$ cat src/rtl/dbg_uart_pkg.sv
package dbg_uart_pkg;

  localparam logic [7:0] OFF_CMD  = 8'h00;
  localparam logic [7:0] OFF_MODE = 8'h04;
  localparam logic [7:0] OFF_MSET = 8'h08;
  localparam logic [7:0] OFF_MCLR = 8'h0C;
  localparam logic [7:0] OFF_MASK = 8'h10;
  localparam logic [7:0] OFF_STAT = 8'h14;
  localparam logic [7:0] OFF_RHR  = 8'h18;
  localparam logic [7:0] OFF_THR  = 8'h1C;
  localparam logic [7:0] OFF_DIV  = 8'h20;

  localparam int CMD_RX_RST  = 2;
  localparam int CMD_TX_RST  = 3;
  localparam int CMD_RX_ON   = 4;
  localparam int CMD_RX_OFF  = 5;
  localparam int CMD_TX_ON   = 6;
  localparam int CMD_TX_OFF  = 7;
  localparam int CMD_ERR_CLR = 8;

  localparam int ST_RXRDY   = 0;
  localparam int ST_TXRDY   = 1;
  localparam int ST_OVRE    = 5;
  localparam int ST_FRAME   = 6;
  localparam int ST_PARE    = 7;
  localparam int ST_TXEMPTY = 9;

  typedef enum logic [1:0] {
    CH_NORMAL = 2'd0,
    CH_ECHO   = 2'd1,
    CH_LOCAL  = 2'd2,
    CH_REMOTE = 2'd3
  } chmode_e;

  typedef enum logic [2:0] {
    SER_IDLE,
    SER_START,
    SER_DATA,
    SER_PAR,
    SER_STOP
  } ser_state_e;

  function automatic logic par_used(input logic [2:0] mode);
    return !mode[2];
  endfunction

  function automatic logic par_value(input logic [2:0] mode, input logic [7:0] d);
    case (mode)
      3'd0:    return ^d;
      3'd1:    return ~^d;
      3'd3:    return 1'b1;
      default: return 1'b0;
    endcase
  endfunction

endpackage

$ cat src/rtl/dbg_uart_baud.sv
module dbg_uart_baud #(
  parameter int DIV_W = 16
) (
  input  logic             clk,
  input  logic             rst,
  input  logic [DIV_W-1:0] div,
  output logic             tick
);
  logic [DIV_W-1:0] cnt;

  always_ff @(posedge clk) begin
    if (rst || div == '0) begin
      cnt  <= '0;
      tick <= 1'b0;
    end else if (cnt >= div - 1'b1) begin
      cnt  <= '0;
      tick <= 1'b1;
    end else begin
      cnt  <= cnt + 1'b1;
      tick <= 1'b0;
    end
  end
endmodule

$ cat src/rtl/dbg_uart_tx.sv
module dbg_uart_tx
  import dbg_uart_pkg::*;
#(
  parameter int OVS = 16
) (
  input  logic       clk,
  input  logic       rst,
  input  logic       soft_rst,
  input  logic       en,
  input  logic       tick,
  input  logic [2:0] par_mode,
  input  logic       wr,
  input  logic [7:0] wr_data,
  output logic       line,
  output logic       rdy,
  output logic       empty
);
  localparam int SUB_W = $clog2(OVS);
  localparam logic [SUB_W-1:0] LAST = SUB_W'(OVS - 1);

  ser_state_e       st;
  logic [SUB_W-1:0] sub;
  logic [2:0]       bitn;
  logic [7:0]       sh;
  logic             pbit;
  logic [7:0]       hold;
  logic             hold_full;

  assign rdy   = en && !hold_full;
  assign empty = rdy && (st == SER_IDLE);

  always_comb begin
    case (st)
      SER_START: line = 1'b0;
      SER_DATA:  line = sh[0];
      SER_PAR:   line = pbit;
      default:   line = 1'b1;
    endcase
  end

  always_ff @(posedge clk) begin
    if (rst || soft_rst) begin
      st        <= SER_IDLE;
      sub       <= '0;
      bitn      <= '0;
      sh        <= '0;
      pbit      <= 1'b0;
      hold      <= '0;
      hold_full <= 1'b0;
    end else begin
      if (wr && rdy) begin
        hold      <= wr_data;
        hold_full <= 1'b1;
      end
      if (st == SER_IDLE) begin
        if (en && hold_full) begin
          sh        <= hold;
          pbit      <= par_value(par_mode, hold);
          hold_full <= 1'b0;
          st        <= SER_START;
          sub       <= '0;
          bitn      <= '0;
        end
      end else if (tick) begin
        if (sub == LAST) begin
          sub <= '0;
          case (st)
            SER_START: st <= SER_DATA;
            SER_DATA: begin
              sh <= sh >> 1;
              if (bitn == 3'd7) st <= par_used(par_mode) ? SER_PAR : SER_STOP;
              else              bitn <= bitn + 1'b1;
            end
            SER_PAR:  st <= SER_STOP;
            default:  st <= SER_IDLE;
          endcase
        end else begin
          sub <= sub + 1'b1;
        end
      end
    end
  end
endmodule

$ cat src/rtl/dbg_uart_rx.sv
module dbg_uart_rx
  import dbg_uart_pkg::*;
#(
  parameter int OVS = 16
) (
  input  logic       clk,
  input  logic       rst,
  input  logic       soft_rst,
  input  logic       en,
  input  logic       tick,
  input  logic [2:0] par_mode,
  input  logic       line,
  output logic       done,
  output logic [7:0] data,
  output logic       ferr,
  output logic       perr
);
  localparam int SUB_W = $clog2(OVS);
  localparam logic [SUB_W-1:0] MID  = SUB_W'(OVS / 2 - 1);
  localparam logic [SUB_W-1:0] LAST = SUB_W'(OVS - 1);

  ser_state_e       st;
  logic [SUB_W-1:0] sub;
  logic [2:0]       bitn;
  logic [7:0]       sh;
  logic             pbit;

  always_ff @(posedge clk) begin
    if (rst || soft_rst || !en) begin
      st   <= SER_IDLE;
      sub  <= '0;
      bitn <= '0;
      sh   <= '0;
      pbit <= 1'b0;
      done <= 1'b0;
      ferr <= 1'b0;
      perr <= 1'b0;
      if (rst) data <= '0;
    end else begin
      done <= 1'b0;
      if (tick) begin
        case (st)
          SER_IDLE: begin
            if (!line) begin
              st  <= SER_START;
              sub <= '0;
            end
          end
          SER_START: begin
            if (sub == MID) begin
              sub  <= '0;
              bitn <= '0;
              st   <= line ? SER_IDLE : SER_DATA;
            end else begin
              sub <= sub + 1'b1;
            end
          end
          default: begin
            if (sub == LAST) begin
              sub <= '0;
              case (st)
                SER_DATA: begin
                  sh <= {line, sh[7:1]};
                  if (bitn == 3'd7) st <= par_used(par_mode) ? SER_PAR : SER_STOP;
                  else              bitn <= bitn + 1'b1;
                end
                SER_PAR: begin
                  pbit <= line;
                  st   <= SER_STOP;
                end
                default: begin
                  done <= 1'b1;
                  data <= sh;
                  ferr <= !line;
                  perr <= par_used(par_mode) && (pbit != par_value(par_mode, sh));
                  st   <= SER_IDLE;
                end
              endcase
            end else begin
              sub <= sub + 1'b1;
            end
          end
        endcase
      end
    end
  end
endmodule

$ cat src/rtl/dbg_uart.sv
module dbg_uart
  import dbg_uart_pkg::*;
#(
  parameter int BUS_W  = 32,
  parameter int ADDR_W = 8,
  parameter int DIV_W  = 16,
  parameter int OVS    = 16
) (
  input  logic              clk,
  input  logic              rst,
  input  logic              bus_sel,
  input  logic              bus_we,
  input  logic [ADDR_W-1:0] bus_addr,
  input  logic [BUS_W-1:0]  bus_wdata,
  output logic [BUS_W-1:0]  bus_rdata,
  input  logic              rxd_i,
  output logic              txd_o,
  output logic              irq_o
);
  localparam logic [BUS_W-1:0] IRQ_BITS = BUS_W'((1 << ST_RXRDY) | (1 << ST_TXRDY) |
                                                 (1 << ST_OVRE) | (1 << ST_FRAME) |
                                                 (1 << ST_PARE) | (1 << ST_TXEMPTY));

  logic             wr_acc, rd_acc, cmd_wr, rx_srst, tx_srst, rhr_rd, thr_wr;
  logic             rx_en_q, tx_en_q;
  chmode_e          chmode_q;
  logic [2:0]       par_q;
  logic [DIV_W-1:0] div_q;
  logic [BUS_W-1:0] mask_q, stat, rd_mux;
  logic [7:0]       rhr_q;
  logic             rxrdy_q, ovre_q, frame_q, pare_q;
  logic             rxd_s1, rxd_s2, txd_q, irq_q;
  logic [BUS_W-1:0] rdata_q;
  logic             tick, tx_line, tx_rdy, tx_empty, rx_line;
  logic             rx_done, rx_ferr, rx_perr;
  logic [7:0]       rx_data;

  assign wr_acc  = bus_sel && bus_we;
  assign rd_acc  = bus_sel && !bus_we;
  assign cmd_wr  = wr_acc && bus_addr == ADDR_W'(OFF_CMD);
  assign rx_srst = cmd_wr && bus_wdata[CMD_RX_RST];
  assign tx_srst = cmd_wr && bus_wdata[CMD_TX_RST];
  assign rhr_rd  = rd_acc && bus_addr == ADDR_W'(OFF_RHR);
  assign thr_wr  = wr_acc && bus_addr == ADDR_W'(OFF_THR);

  dbg_uart_baud #(.DIV_W(DIV_W)) u_baud (
    .clk  (clk),
    .rst  (rst),
    .div  (div_q),
    .tick (tick)
  );

  dbg_uart_tx #(.OVS(OVS)) u_tx (
    .clk      (clk),
    .rst      (rst),
    .soft_rst (tx_srst),
    .en       (tx_en_q),
    .tick     (tick),
    .par_mode (par_q),
    .wr       (thr_wr),
    .wr_data  (bus_wdata[7:0]),
    .line     (tx_line),
    .rdy      (tx_rdy),
    .empty    (tx_empty)
  );

  dbg_uart_rx #(.OVS(OVS)) u_rx (
    .clk      (clk),
    .rst      (rst),
    .soft_rst (rx_srst),
    .en       (rx_en_q),
    .tick     (tick),
    .par_mode (par_q),
    .line     (rx_line),
    .done     (rx_done),
    .data     (rx_data),
    .ferr     (rx_ferr),
    .perr     (rx_perr)
  );

  // Channel routing
  always_comb begin
    case (chmode_q)
      CH_LOCAL:  rx_line = tx_line;
      CH_REMOTE: rx_line = 1'b1;
      default:   rx_line = rxd_s2;
    endcase
  end

  always_ff @(posedge clk) begin
    if (rst) begin
      rxd_s1 <= 1'b1;
      rxd_s2 <= 1'b1;
      txd_q  <= 1'b1;
    end else begin
      rxd_s1 <= rxd_i;
      rxd_s2 <= rxd_s1;
      case (chmode_q)
        CH_NORMAL: txd_q <= tx_line;
        CH_LOCAL:  txd_q <= 1'b1;
        default:   txd_q <= rxd_s2;
      endcase
    end
  end

  // Configuration and enables
  always_ff @(posedge clk) begin
    if (rst) begin
      rx_en_q  <= 1'b0;
      tx_en_q  <= 1'b0;
      chmode_q <= CH_NORMAL;
      par_q    <= 3'd0;
      div_q    <= '0;
      mask_q   <= '0;
    end else begin
      if (cmd_wr) begin
        if (bus_wdata[CMD_RX_OFF])     rx_en_q <= 1'b0;
        else if (bus_wdata[CMD_RX_ON]) rx_en_q <= 1'b1;
        if (bus_wdata[CMD_TX_OFF])     tx_en_q <= 1'b0;
        else if (bus_wdata[CMD_TX_ON]) tx_en_q <= 1'b1;
      end
      if (wr_acc && bus_addr == ADDR_W'(OFF_MODE)) begin
        chmode_q <= chmode_e'(bus_wdata[15:14]);
        par_q    <= bus_wdata[11:9];
      end
      if (wr_acc && bus_addr == ADDR_W'(OFF_DIV))  div_q  <= bus_wdata[DIV_W-1:0];
      if (wr_acc && bus_addr == ADDR_W'(OFF_MSET)) mask_q <= mask_q | (bus_wdata & IRQ_BITS);
      if (wr_acc && bus_addr == ADDR_W'(OFF_MCLR)) mask_q <= mask_q & ~bus_wdata;
    end
  end

  // Receive holding register and latched status
  always_ff @(posedge clk) begin
    if (rst) begin
      rhr_q   <= '0;
      rxrdy_q <= 1'b0;
      ovre_q  <= 1'b0;
      frame_q <= 1'b0;
      pare_q  <= 1'b0;
    end else begin
      if (cmd_wr && bus_wdata[CMD_ERR_CLR]) begin
        ovre_q  <= 1'b0;
        frame_q <= 1'b0;
        pare_q  <= 1'b0;
      end
      if (rx_srst) begin
        rxrdy_q <= 1'b0;
      end else if (rx_done) begin
        rhr_q   <= rx_data;
        rxrdy_q <= 1'b1;
        if (rxrdy_q && !rhr_rd) ovre_q <= 1'b1;
        if (rx_ferr) frame_q <= 1'b1;
        if (rx_perr) pare_q  <= 1'b1;
      end else if (rhr_rd) begin
        rxrdy_q <= 1'b0;
      end
    end
  end

  always_comb begin
    stat             = '0;
    stat[ST_RXRDY]   = rxrdy_q;
    stat[ST_TXRDY]   = tx_rdy;
    stat[ST_OVRE]    = ovre_q;
    stat[ST_FRAME]   = frame_q;
    stat[ST_PARE]    = pare_q;
    stat[ST_TXEMPTY] = tx_empty;
  end

  always_comb begin
    rd_mux = '0;
    case (bus_addr)
      ADDR_W'(OFF_MODE): begin
        rd_mux[15:14] = chmode_q;
        rd_mux[11:9]  = par_q;
      end
      ADDR_W'(OFF_MASK): rd_mux = mask_q;
      ADDR_W'(OFF_STAT): rd_mux = stat;
      ADDR_W'(OFF_RHR):  rd_mux[7:0] = rhr_q;
      ADDR_W'(OFF_DIV):  rd_mux[DIV_W-1:0] = div_q;
      default:           rd_mux = '0;
    endcase
  end

  always_ff @(posedge clk) begin
    if (rst) begin
      rdata_q <= '0;
      irq_q   <= 1'b0;
    end else begin
      if (rd_acc) rdata_q <= rd_mux;
      irq_q <= |(stat & mask_q);
    end
  end

  assign bus_rdata = rdata_q;
  assign txd_o     = txd_q;
  assign irq_o     = irq_q;
endmodule

$ cat config.mk
export PLATFORM = sky130hd
export DESIGN_NAME = dbg_uart
export DESIGN_NICKNAME = d
export VERILOG_FILES = /design/src/rtl/dbg_uart_pkg.sv /design/src/rtl/dbg_uart_baud.sv /design/src/rtl/dbg_uart_tx.sv /design/src/rtl/dbg_uart_rx.sv /design/src/rtl/dbg_uart.sv
export SDC_FILE = /design/constraint.sdc
export NUM_CORES = 1
export LEC_CHECK = 0
export BUFFER_PORTS_ARGS = -buffer_cell sky130_fd_sc_hd__buf_2
export CAP_MARGIN = 20
export CORE_MARGIN = 2
export CORE_UTILIZATION = 55
export CTS_CLUSTER_SIZE = 20
export DETAILED_ROUTE_END_ITERATION = 8
export GPL_TIMING_DRIVEN = 0
export MAX_ROUTING_LAYER = met4
export PLACE_DENSITY = 0.75
export SLEW_MARGIN = 20
export SYNTH_ARGS = -nofsm -noshare
export SYNTH_HDL_FRONTEND = slang
export SYNTH_SLANG_ARGS = --single-unit
$ cat constraint.sdc
create_clock -name clk -period 4.38 [get_ports clk]
set_clock_uncertainty 0.15 [all_clocks]
set_input_delay 1.314 -clock clk [delete_from_list [all_inputs] [get_ports clk]]
set_output_delay 1.314 -clock clk [all_outputs]
set_load 0.05 [all_outputs]
Word-level counts from Yosys, hierarchy flattened:

Cells that the tools add are included.

* register bits: 178
* logic and storage cells: 241
* input bits: 45

* multiplexer cells: 85
* bitwise gates (word level): 10
* order comparisons: 1
* equal/unequal tests: 34
* add/sub/neg operators: 6
* reductions and logical operators: 71

Operators by type and width (number)
* two-way mux 8 bit: 11
* two-way mux 32 bit: 2
* two-way mux 3 bit: 20
* bitwise AND 10 x 32 -> 32 bit: 1
* bitwise AND 32 bit: 1
* == test 8 x 5 -> 1 bit, second input constant: 4
* NOT 32 bit: 1
* bitwise OR 32 x 10 -> 32 bit: 1
* case mux 8 bit (4 select lines): 1
* OR reduction 32 bit: 1
* two-way mux 1 bit: 28
* two-way mux 4 bit: 7
* nonzero test 2 bit: 11
* AND reduction 4 bit: 5
* logical AND 1 bit: 18
* case mux 3 bit (2 select lines): 3
* adder 16 x 1 -> 16 bit, second input constant: 1
* == test 8 x 4 -> 1 bit, second input constant: 2
* greater-or-equal comparator 16 bit: 1
* logical NOT 16 bit: 1
* two-way mux 16 bit: 1
* XNOR reduction 8 bit: 2
* parity 8 bit: 2
* subtractor 16 x 1 -> 16 bit, second input constant: 1
* 35 further kinds: 81

Logic depth before layout (Yosys ltp):

Gate-level depths: netlist (run 1).

* depth after elaboration: 9
* mapped depth: 14
* mapped depth without buffers: 13

Cells and area by module:

From an unflattened synthesis (run 1), not the netlist that was laid out.

* cells, all modules: 931
* area total of the unflattened synthesis: 8529.4 um^2

Modules (own cells, without submodules)
* dbg_uart: cells an instance 452, area an instance 4289.1 um^2, instances 1, seq. area each 2062.0 um^2
* dbg_uart_tx: cells an instance 173, area an instance 1438.9 um^2, instances 1, seq. area each 560.5 um^2
* dbg_uart_baud: cells an instance 174, area an instance 1410.1 um^2, instances 1, seq. area each 340.3 um^2
* dbg_uart_rx: cells an instance 132, area an instance 1391.3 um^2, instances 1, seq. area each 680.7 um^2

Worst setup path before layout (run 1):

Ideal clock, no wire load.

* path type: input -> register
* start point: input port bus_addr[3]
* end point: register u_rx.data[0], enable pin
* setup time: 0.283 ns
* data arrival time: 2.902 ns
* setup slack: 1.045 ns
* stages on the path: 7
* path through: buf_2 > or4_4 > nor3_4 > nand2_1 > nand3b_1 > nor2_1 > or2_1

* longest elaborated chain between the ends: 7
* elaborated cells between the ends (all ways): 11

RTL lines
* start: declaration: RTL line dbg_uart.sv:13 `input logic [ADDR_W-1:0] bus_addr,`
* logical NOT 8 bit (*): RTL line dbg_uart.sv:40 `assign cmd_wr = wr_acc && bus_addr == ADDR_W'(OFF_CMD);`
* logical AND 1 bit (*): RTL line dbg_uart.sv:40
* logical AND 1 bit (*): RTL line dbg_uart.sv:41 `assign rx_srst = cmd_wr && bus_wdata[CMD_RX_RST];`
* logical OR 1 bit (*) (2 in series): RTL line dbg_uart_rx.sv:29 `if (rst || soft_rst || !en) begin`
* inequality test 2 bit (no line), or another cell as far along
* AND reduction 5 bit (no line) (*)
* end signal: assignment: RTL line dbg_uart_rx.sv:73 `data <= sh;`
* end: declaration: RTL line dbg_uart_rx.sv:14 `output logic [7:0] data,`

Mark *: on every way between the ends. The rest lies on a longest branch, timed or not.
A chain may end at the register's enable or synchronous reset.

Worst setup path in the final report (run 1):

* start point: register div_q[0]
* end point: register u_baud.cnt[6]

* longest elaborated chain between the ends: 3
* elaborated cells between the ends (all ways): 5

RTL lines
* start: declaration: RTL line dbg_uart.sv:28 `logic [DIV_W-1:0] div_q;`
* start signal: assignment: RTL line dbg_uart.sv:126 `if (wr_acc && bus_addr == ADDR_W'(OFF_DIV)) div_q <= bus_wdata[DIV_W-1:0];`
* subtractor 16 x 1 -> 16 bit or logical NOT 16 bit (tied branches): RTL line dbg_uart_baud.sv:15, dbg_uart_baud.sv:12
* greater-or-equal comparator 16 bit or logical OR 1 bit (tied branches): RTL line dbg_uart_baud.sv:15, dbg_uart_baud.sv:12
* OR reduction 2 bit (no line) (*)
* end signal: assignment: RTL line dbg_uart_baud.sv:19 `cnt <= cnt + 1'b1;`
* end: declaration: RTL line dbg_uart_baud.sv:9 `logic [DIV_W-1:0] cnt;`

Marked as above.

==> results.toml, run 1 <==
[critical_path]
critical_path.startpoint = "div_q[0]"
startpoint_class = "register"
rr_endpoint = "u_baud.cnt[6]"
cp_data_arrival_time_ns = 4.11
worstSetupPathType = "reg -> reg"
cp.required_ns = 4.55
reg2reg_setup_slack_ns = 0.45
critPathMaxFanout = 10
end_kind = "register"
timing.reg2reg.worst_path_depth = 13
crit-reg2reg-launch = "div_q[0]"
timing.critical_path.to = "u_baud.cnt[6]"

[pwr]
max-vdd-ir-drop_mv = 0.288
p_per_area_nw_per_um2 = 360
report.power.total_mw = 3.35
power.leakage_nw = 3.41

[synth]
number_of_nets_produced_by_synthesis = 983
synth.yosys.warnings = 0
synth-async-reset-ratio = 0
synth_most_common_cell = "dfxtp_1"
postSynthRegisterBits = 178
post_synth_main_area_contributors = "dfxtp_1 (42%), nor2_1 (6.6%), a21oi_1 (5.1%)"
sequential_share_of_the_synthesized_area = 0.450
commonest_cells_post_synth = "dfxtp_1 (170), nor2_1 (143), a21oi_1 (82), nand2_1 (80), a22oi_1 (50)"
yosysTopAreaCellShare = 0.420
netlist_instances = 914
netlist_cell_types = 67
synth_flop_cell = "dfxtp_1"
syn-cell-area_um2 = 8100
synth_enable_flop_cells = 8
yosysTopAreaCell = "dfxtp_1"
synth.avg_cell_area_um2 = 8.87

[drt]
detail_route.vias_per_cell = 5.80
dr_total_vias = 6979
detail_route.wirelength_mm = 19.8
dr_iter_0_viols = 632
remaining_drc_errors = 0
drt_pass_1_iters = 5
antenna_violating_nets_post_route = 0
wl_cell_um = 16.5

[cts]
post_cts_hold_buffer_count = 0
clkTransAtPathRegs_ns = 0.07
cts_made_buffers = 17
post_cts_resized = 0
cts_max_path_buffers = 2
h-tree-depth = 4
clkSinkCount = 178
post-cts-setup-buffers = 0
root_buffer = "clkbuf_16"
clkLatencyLatePin_ns = 0.44
tritoncts = "built"

[worst_hold_path]
timing.hold.worst.class = "reg -> reg"
hold_path_depth = 1

[grt]
global_route.overflow_total = 0
antenna_violations_before_repair = 0
global_route.usage.total = 0.267
grt_pass1_wl_mm = 32.9
vias_in_the_first_global_route = 6644
grt_max_degree = 17

[status]
outcome = "complete, no violations"

[timing]
timing.final.crit_period_ns = 3.93
clock.fmax_mhz = 254
tns_ns = 0
grt_setup_unrepaired = "no"
final_hold_violation_count = 0
layout_worst_path_cycle_share = 0.898
final-setup-viol-count = 0
tightestPinTransition_ns = 0.925
timing.slew.headroom = 0.374
slew_viol_final = 0

[floorplanning]
rows = 44
floorplan.initialDensity = 0.560
io-pin-count = 79
die-width_um = 125
floorplan.core_area_um2 = 14500
floorplan.die.height_um = 125
dieArea_um2 = 15700

[final_layout]
drive_gt1_frac = 0.144
num-fill-cells = 1272
area_delta_synth_final_pct = 14.9
finish.net_count = 1076
antenna_cells = 0

[placement]
placement.io_buffers = 74
dp.final_hpwl_mm = 14.3
gpl.final_weighted_congestion = 0.951

[run]
max_capacitance_violation_count = 0
worst max-delay path, stage by stage (launching register included):
cell	delay, ns
dfxtp_1	0.36
nor3_1	0.35
nand2b_1	0.11
or4_1	0.49
nor2_1	0.23
xnor2_1	0.10
ha_1	0.32
nand2_1	0.05
o21ai_0	0.23
a211o_1	0.14
a41oi_1	0.06
o311ai_1	0.80
buf_2	0.36
nor2_1	0.08
routing by layer:
| layer | GRT usage | vias to the layer above | wire, um |
|---|---|---|---|
| li1 | - | 3433 | - |
| met2 | 0.419 | 235 | 9300 |
| met5 | - | - | 0 |
| met1 | 0.338 | 3274 | 8670 |
| met3 | 0.0603 | 37 | 1310 |
| met4 | 0.103 | 0 | 538 |
cells by family after synthesis:
| family | Yosys count | synth area share |
|---|---|---|
| mux | 36 | 0.0446 |
| xor+xnor | 44 | 0.0476 |
| simple gates | 372 | 0.224 |
| buf+inv | 57 | 0.0307 |
| flops | 178 | 0.450 |
| fa+ha+maj | 24 | 0.0371 |
| compound gates | 203 | 0.166 |
final cells by class:
cell class              count  area, um2  area share
flip-flops and latches    178       3640       0.391
clock buffers              20        489      0.0526
inverters                  11       41.3     0.00444
well taps                 184        230      0.0247
multi-input cells         679       4210       0.452
clock inverters            12        115      0.0124
repair buffers             74        370      0.0398
plain buffers              46        208      0.0223
per-stage QoR:
stage	cell area, um2	setup slack [ns]	utilization	cells	hold slack, ns
detailed placement	8700	0.455	0.601	1172	0.253
finish	9310	0.447	0.643	1204	0.265
floorplan	8100	1.05	-	914	0.239
global placement	8700	0.499	0.601	1172	0.242
CTS	9310	0.436	0.643	1204	0.268
global route	9310	0.0201	0.643	1204	0.294
registers in the layout, summed over array words and instances (netlist names), 16 cells and up, named ones only:
name	flops
div_q	16
bus_rdata	32
u_baud.cnt	16
mask_q	26
worst min-delay path by stage:
stage            from  endpoint  slack (ns)
6_report       rxd_s1    rxd_s2        0.27
5_1_grt        rxd_s1    rxd_s2        0.29
4_1_cts        rxd_s1    rxd_s2        0.27
3_5_place_dp   rxd_s1    rxd_s2        0.25
3_3_place_gp   rxd_s1    rxd_s2        0.24
2_1_floorplan  rxd_s1    rxd_s2        0.24
where the power goes:
group	switching, mW	internal, mW	total [mW]
Combinational	0.118	0.0499	0.168
Clock	0.670	0.874	1.54
Sequential	0.00523	1.64	1.64
Total	0.793	2.56	3.35
cells in the final DEF (no fill, tap or decap), types with 7 or more instances in the layout:
cell type	instances
nor3_1	15
nor4_1	7
a22oi_1	50
nor2b_1	10
clkbuf_16	19
ha_1	24
mux2i_1	35
a21oi_1	82
o21ai_0	15
inv_1	11
nand2_1	80
or2_2	7
and2_1	11
xnor2_1	30
buf_2	87
nand3_1	16
dfxtp_1	170
a311oi_1	7
nand4_1	14
nor2_1	143
clkbuf_1	30
nand2b_1	34
edfxtp_1	8
xor2_1	14
Note: power is estimated with default switching activity, not from simulation.
==> run 2: changes to the inputs <==
==> constraint.sdc (replaced) <==
create_clock -name clk -period 4.38 [get_ports clk]
set_clock_uncertainty 0.15 [all_clocks]
set_input_delay 0.219 -clock clk [delete_from_list [all_inputs] [get_ports clk]]
set_output_delay 0.219 -clock clk [all_outputs]
set_load 0.05 [all_outputs]
==> results.toml, run 2 (synthesized netlist as in run 1, its figures left out) <==
[status]
outcome = "complete, no violations"

[grt]
vias_in_the_first_global_route = 6860
grt_pass1_wl_mm = 33.6
grt_max_degree = 17
antenna_violations_before_repair = 0
global_route.usage.total = 0.273
global_route.overflow_total = 0

[timing]
layout_worst_path_cycle_share = 0.897
final-setup-viol-count = 0
tns_ns = 0
slew_viol_final = 0
clock.fmax_mhz = 254
tightestPinTransition_ns = 0.931
whs_ns = 0.183
grt_setup_unrepaired = "no"
final_hold_violation_count = 0
timing.final.crit_period_ns = 3.93
timing.slew.headroom = 0.370

[drt]
wl_cell_um = 16.3
dr_total_vias = 7146
detail_route.wirelength_mm = 20.2
remaining_drc_errors = 0
antenna_violating_nets_post_route = 0
drt_pass_1_iters = 5
detail_route.vias_per_cell = 5.77
dr_iter_0_viols = 567

[pwr]
comb_power_frac = 0.057
max-vdd-ir-drop_mv = 0.286
p_int_mw = 2.58
p_per_area_nw_per_um2 = 350
clock_power_share = 0.457
power.leakage_nw = 3.55
seq_power_share = 0.486
power.switching_mw = 0.797
share_of_total_power_consumed_by_net_switching = 0.236

[final_layout]
final_area_um2 = 9650
area_delta_synth_final_pct = 19.1
antenna_cells = 0
final_cell_mix = "dfxtp_1 (170), nor2_1 (143), buf_2 (87)"
layout_commonest_cell = "dfxtp_1"
drive_gt1_frac = 0.139
finish.net_count = 1110
largest_register_ff_count = 32

[cts]
cts_made_buffers = 17
clkSinkCount = 178
clkLatencyLatePin_ns = 0.44
clkTransAtPathRegs_ns = 0.07
post_cts_resized = 0
cts_max_path_buffers = 2
h-tree-depth = 4
tritoncts = "built"
root_buffer = "clkbuf_16"

[floorplanning]
floorplan.die.height_um = 125
io-pin-count = 79
dieArea_um2 = 15700
floorplan.core_area_um2 = 14500
die-width_um = 125
floorplan.initialDensity = 0.560
rows = 44

[critical_path]
critPathMaxFanout = 10
end_kind = "register"
timing.reg2reg.worst_path_depth = 13
critical_path.startpoint = "div_q[0]"
cp.required_ns = 4.55
startpoint_class = "register"
worstSetupPathType = "reg -> reg"
cp_data_arrival_time_ns = 4.10
crit-reg2reg-launch = "div_q[0]"

[placement]
dp.final_hpwl_mm = 14.3
placement.io_buffers = 74
gpl.final_weighted_congestion = 0.951
dpl-instance-area_um2 = 8700

[worst_hold_path]
min_delay_startpoint = "bus_we"
timing.hold.worst.class = "in -> reg"
hold_path_depth = 5

[run]
max_capacitance_violation_count = 0
## run 2: through the flow
step | util | cells | power [mW] | setup slack [ns]
3_5_place_dp | 0.601 | 1172 | 1.84 | 0.455
4_1_cts | 0.666 | 1238 | 3.40 | 0.436
6_report | 0.666 | 1238 | 3.38 | 0.449
2_1_floorplan | - | 914 | 1.77 | 1.13
3_3_place_gp | 0.601 | 1172 | 1.84 | 0.499
5_1_grt | 0.666 | 1238 | 3.48 | 0.0201
## run 2: area by class of cell
| type | instances | area, um2 |
|---|---|---|
| Buffer | 46 | 208 |
| Clock buffer | 20 | 489 |
| Tap cell | 184 | 230 |
| Multi-Input combinational cell | 679 | 4210 |
| Clock inverter | 12 | 115 |
| Timing Repair Buffer | 108 | 711 |
| Inverter | 11 | 41.3 |
| Fill cell | 1223 | 4830 |
| Sequential cell | 178 | 3640 |
## run 2: worst max-delay path, stage by stage (launching register included)
cell and delay [ns]:
dfxtp_1 0.36, nor3_1 0.35, nand2b_1 0.11, or4_1 0.49
nor2_1 0.23, xnor2_1 0.10, ha_1 0.32, nand2_1 0.05
o21ai_0 0.23, a211o_1 0.14, a41oi_1 0.06, o311ai_1 0.80
buf_2 0.35, nor2_1 0.08
## run 2: final timing paths
| check | end | slack [ns] |
|---|---|---|
| worst min register to register | rxd_s2 | 0.27 |
| worst max register to register | u_baud.cnt[6] | 0.45 |
| worst min-delay path | ovre_q | 0.18 |
| worst max-delay path | u_baud.cnt[6] | 0.45 |
## run 2: timing repair
item	4_1_cts	5_1_grt
setup buffers	0	0
hold endpoints to repair	60	0
hold buffers	34	0
## run 2: layer usage
layer	track usage	vias to the layer above	wire length [um]
met3	0.0603	40	1250
met5	-	-	0
met4	0.109	0	594
li1	-	3506	-
met2	0.431	244	9480
met1	0.342	3356	8900
## run 2: power groups by stage
stage	clock network (mW)	logic, mW	registers [mW]
6_report	1.54	0.192	1.64
5_1_grt	1.63	0.206	1.64
4_1_cts	1.57	0.187	1.64
3_5_place_dp	0	0.164	1.68
3_3_place_gp	0	0.163	1.68
2_1_floorplan	0	0.0923	1.68
==> run 3: changes to the inputs <==
SYNTH_HIERARCHICAL = 1   (was default)
==> results.toml, run 3 <==
[grt]
global_route.overflow_total = 0
vias_in_the_first_global_route = 6756
grt_max_degree = 17
global_route.usage.total = 0.272
grt_pass1_wl_mm = 34.1
antenna_violations_before_repair = 2

[cts]
clkSinkCount = 178
clkTransAtPathRegs_ns = 0.07
root_buffer = "clkbuf_16"
tritoncts = "built"
clkLatencyLatePin_ns = 0.43
cts_max_path_buffers = 2
h-tree-depth = 4
cts_made_buffers = 17

[floorplanning]
floorplan.die.height_um = 129
floorplan.initialDensity = 0.561
dieArea_um2 = 16500
io-pin-count = 79
floorplan.core_area_um2 = 15200
rows = 45
die-width_um = 129

[critical_path]
critPathMaxFanout = 10
worstPathCellList = "or3_4, nor3_2, nand2b_1, nor4_1, xnor2_1, ha_1, nand4_1, nor2_1, a311oi_1, nand3_1, buf_2, nor2_1"
timing.critical_path.slowest_stage_cell = "a311oi_1"
worstSetupPathDepth = 12
end_kind = "register"
cp.buffers_inverters = 1
critPathMostFrequentCell = "nor2_1"
cp_data_arrival_time_ns = 3.58
cpLargestDelayFamily = "simple AND/OR/NAND/NOR gates"
cp_slowest_stage_delay_ns = 0.41
startpoint_class = "register"
timing.reg2reg.worst_path_depth = 12
cp.required_ns = 4.59
worstSetupPathType = "reg -> reg"

[final_layout]
final-seq-area_um2 = 3640
area_delta_synth_final_pct = 17.8
combined_area_of_the_multi_input_logic_cells_um2 = 4530
final_cell_mix = "dfxtp_1 (170), nor2_1 (106), buf_2 (89)"
drive_gt1_frac = 0.166
finish.net_count = 1129
layout_commonest_cell = "dfxtp_1"
largest_register_ff_count = 32
num-fill-cells = 1264

[synth]
yosysTopAreaCell = "dfxtp_1"
synth.avg_cell_area_um2 = 9.16
yosysTopAreaCellShare = 0.399
netlist_cell_types = 87
synth_most_common_cell = "dfxtp_1"
postSynthRegisterBits = 178
synth-async-reset-ratio = 0
number_of_nets_produced_by_synthesis = 1000
netlist_instances = 931
synth_enable_flop_cells = 8
synth_flop_cell = "dfxtp_1"
commonest_cells_post_synth = "dfxtp_1 (170), nor2_1 (106), nand2_1 (83), a21oi_1 (71), a22oi_1 (36)"
synth.yosys.warnings = 6
sequential_share_of_the_synthesized_area = 0.427
post_synth_main_area_contributors = "dfxtp_1 (40%), nor2_1 (4.7%), a21oi_1 (4.2%)"
syn-cell-area_um2 = 8530

[placement]
placement.io_buffers = 77
dp.final_hpwl_mm = 15.2
detailedPlace.worstSlack_ns = 1.04
gpl.final_weighted_congestion = 0.984

[drt]
dr_total_vias = 7290
dr_iter_0_viols = 483
drt_pass_1_iters = 5
remaining_drc_errors = 0
detail_route.vias_per_cell = 5.77
wl_cell_um = 16.9
detail_route.wirelength_mm = 21.4
antenna_violating_nets_post_route = 0

[timing]
timing.slew.headroom = 0.497
layout_worst_path_cycle_share = 0.768
grt_setup_unrepaired = "no"
whs_ns = 0.0587
fin_ws_ns = 1.02
clock.fmax_mhz = 297
slew_viol_final = 0
tightestPinTransition_ns = 0.735
final-setup-viol-count = 0
final_hold_violation_count = 0
timing.final.crit_period_ns = 3.36
tns_ns = 0

[pwr]
power.leakage_nw = 3.92
p_per_area_nw_per_um2 = 321
max-vdd-ir-drop_mv = 0.298

[status]
outcome = "complete, no violations"

[worst_hold_path]
hold_path_depth = 3
timing.hold.worst.class = "in -> reg"

[run]
max_capacitance_violation_count = 0
[run 3: through the flow]
stage | total power, mW | cell area (um2) | std cells | utilization
detailed placement | 1.79 | 9150 | 1196 | 0.602
finish | 3.23 | 10000 | 1263 | 0.661
global route | 3.33 | 10000 | 1263 | 0.661
global placement | 1.79 | 9150 | 1196 | 0.602
floorplan | 1.73 | 8530 | 931 | -
CTS | 3.25 | 10000 | 1261 | 0.660
[run 3: metal layers]
metal	part of all wire	vias to the layer above	global-route usage
li1	-	3604	-
met1	0.46	3458	0.343
met2	0.48	195	0.439
met3	0.048	33	0.0499
met4	0.020	0	0.0985
met5	0	-	-
[run 3: final timing paths]
kind | from | end | slack, ns
max reg2reg | div_q[3] | u_baud/cnt[3] | 1.02
min | bus_addr[6] | bus_rdata[10] | 0.06
max | div_q[3] | u_baud/cnt[3] | 1.02
min reg2reg | rxd_s1 | rxd_s2 | 0.27
[run 3: report_power, final]
group          internal [mW]  switching [mW]  total, mW
Combinational         0.0559          0.0878      0.144
Clock                  0.789           0.659       1.45
Sequential              1.63         0.00158       1.64
[run 3: worst reg2reg max path: cells and delay by family, from the launching register on]
| kind | cells | cell delay [ns] |
|---|---|---|
| simple gates | 8 | 1.66 |
| compound gates | 1 | 0.41 |
| flops | 1 | 0.36 |
| buf+inv | 1 | 0.29 |
| fa+ha+maj | 1 | 0.26 |
| xor+xnor | 1 | 0.17 |
[run 3: logic make-up after synthesis]
logic type,Yosys count,share of synthesized area
buffers and inverters,68,0.0417
adder cells (fa/ha/maj),24,0.0352
AO/OA/AOI/OAI,212,0.178
multiplexers,33,0.0389
XOR/XNOR,44,0.0452
AND/OR/NAND/NOR,372,0.234
flip-flops,178,0.427
[run 3: final cells by class]
| type | instances | share of cell area |
|---|---|---|
| Buffer | 55 | 0.0305 |
| Clock inverter | 14 | 0.0130 |
| Inverter | 13 | 0.00486 |
| Timing Repair Buffer | 110 | 0.0713 |
| Tap cell | 188 | 0.0234 |
| Multi-Input combinational cell | 685 | 0.451 |
| Antenna cell | 2 | 0.000498 |
| Clock buffer | 18 | 0.0427 |
| Sequential cell | 178 | 0.363 |
[run 3: repair_timing]
| item | CTS | global route |
|---|---|---|
| hold buffers | 33 | 0 |
| gates resized for setup | 0 | 0 |
| buffers inserted | 0 | 0 |
| setup endpoints to repair | 0 | 0 |
| endpoints found under the hold margin | 63 | 0 |
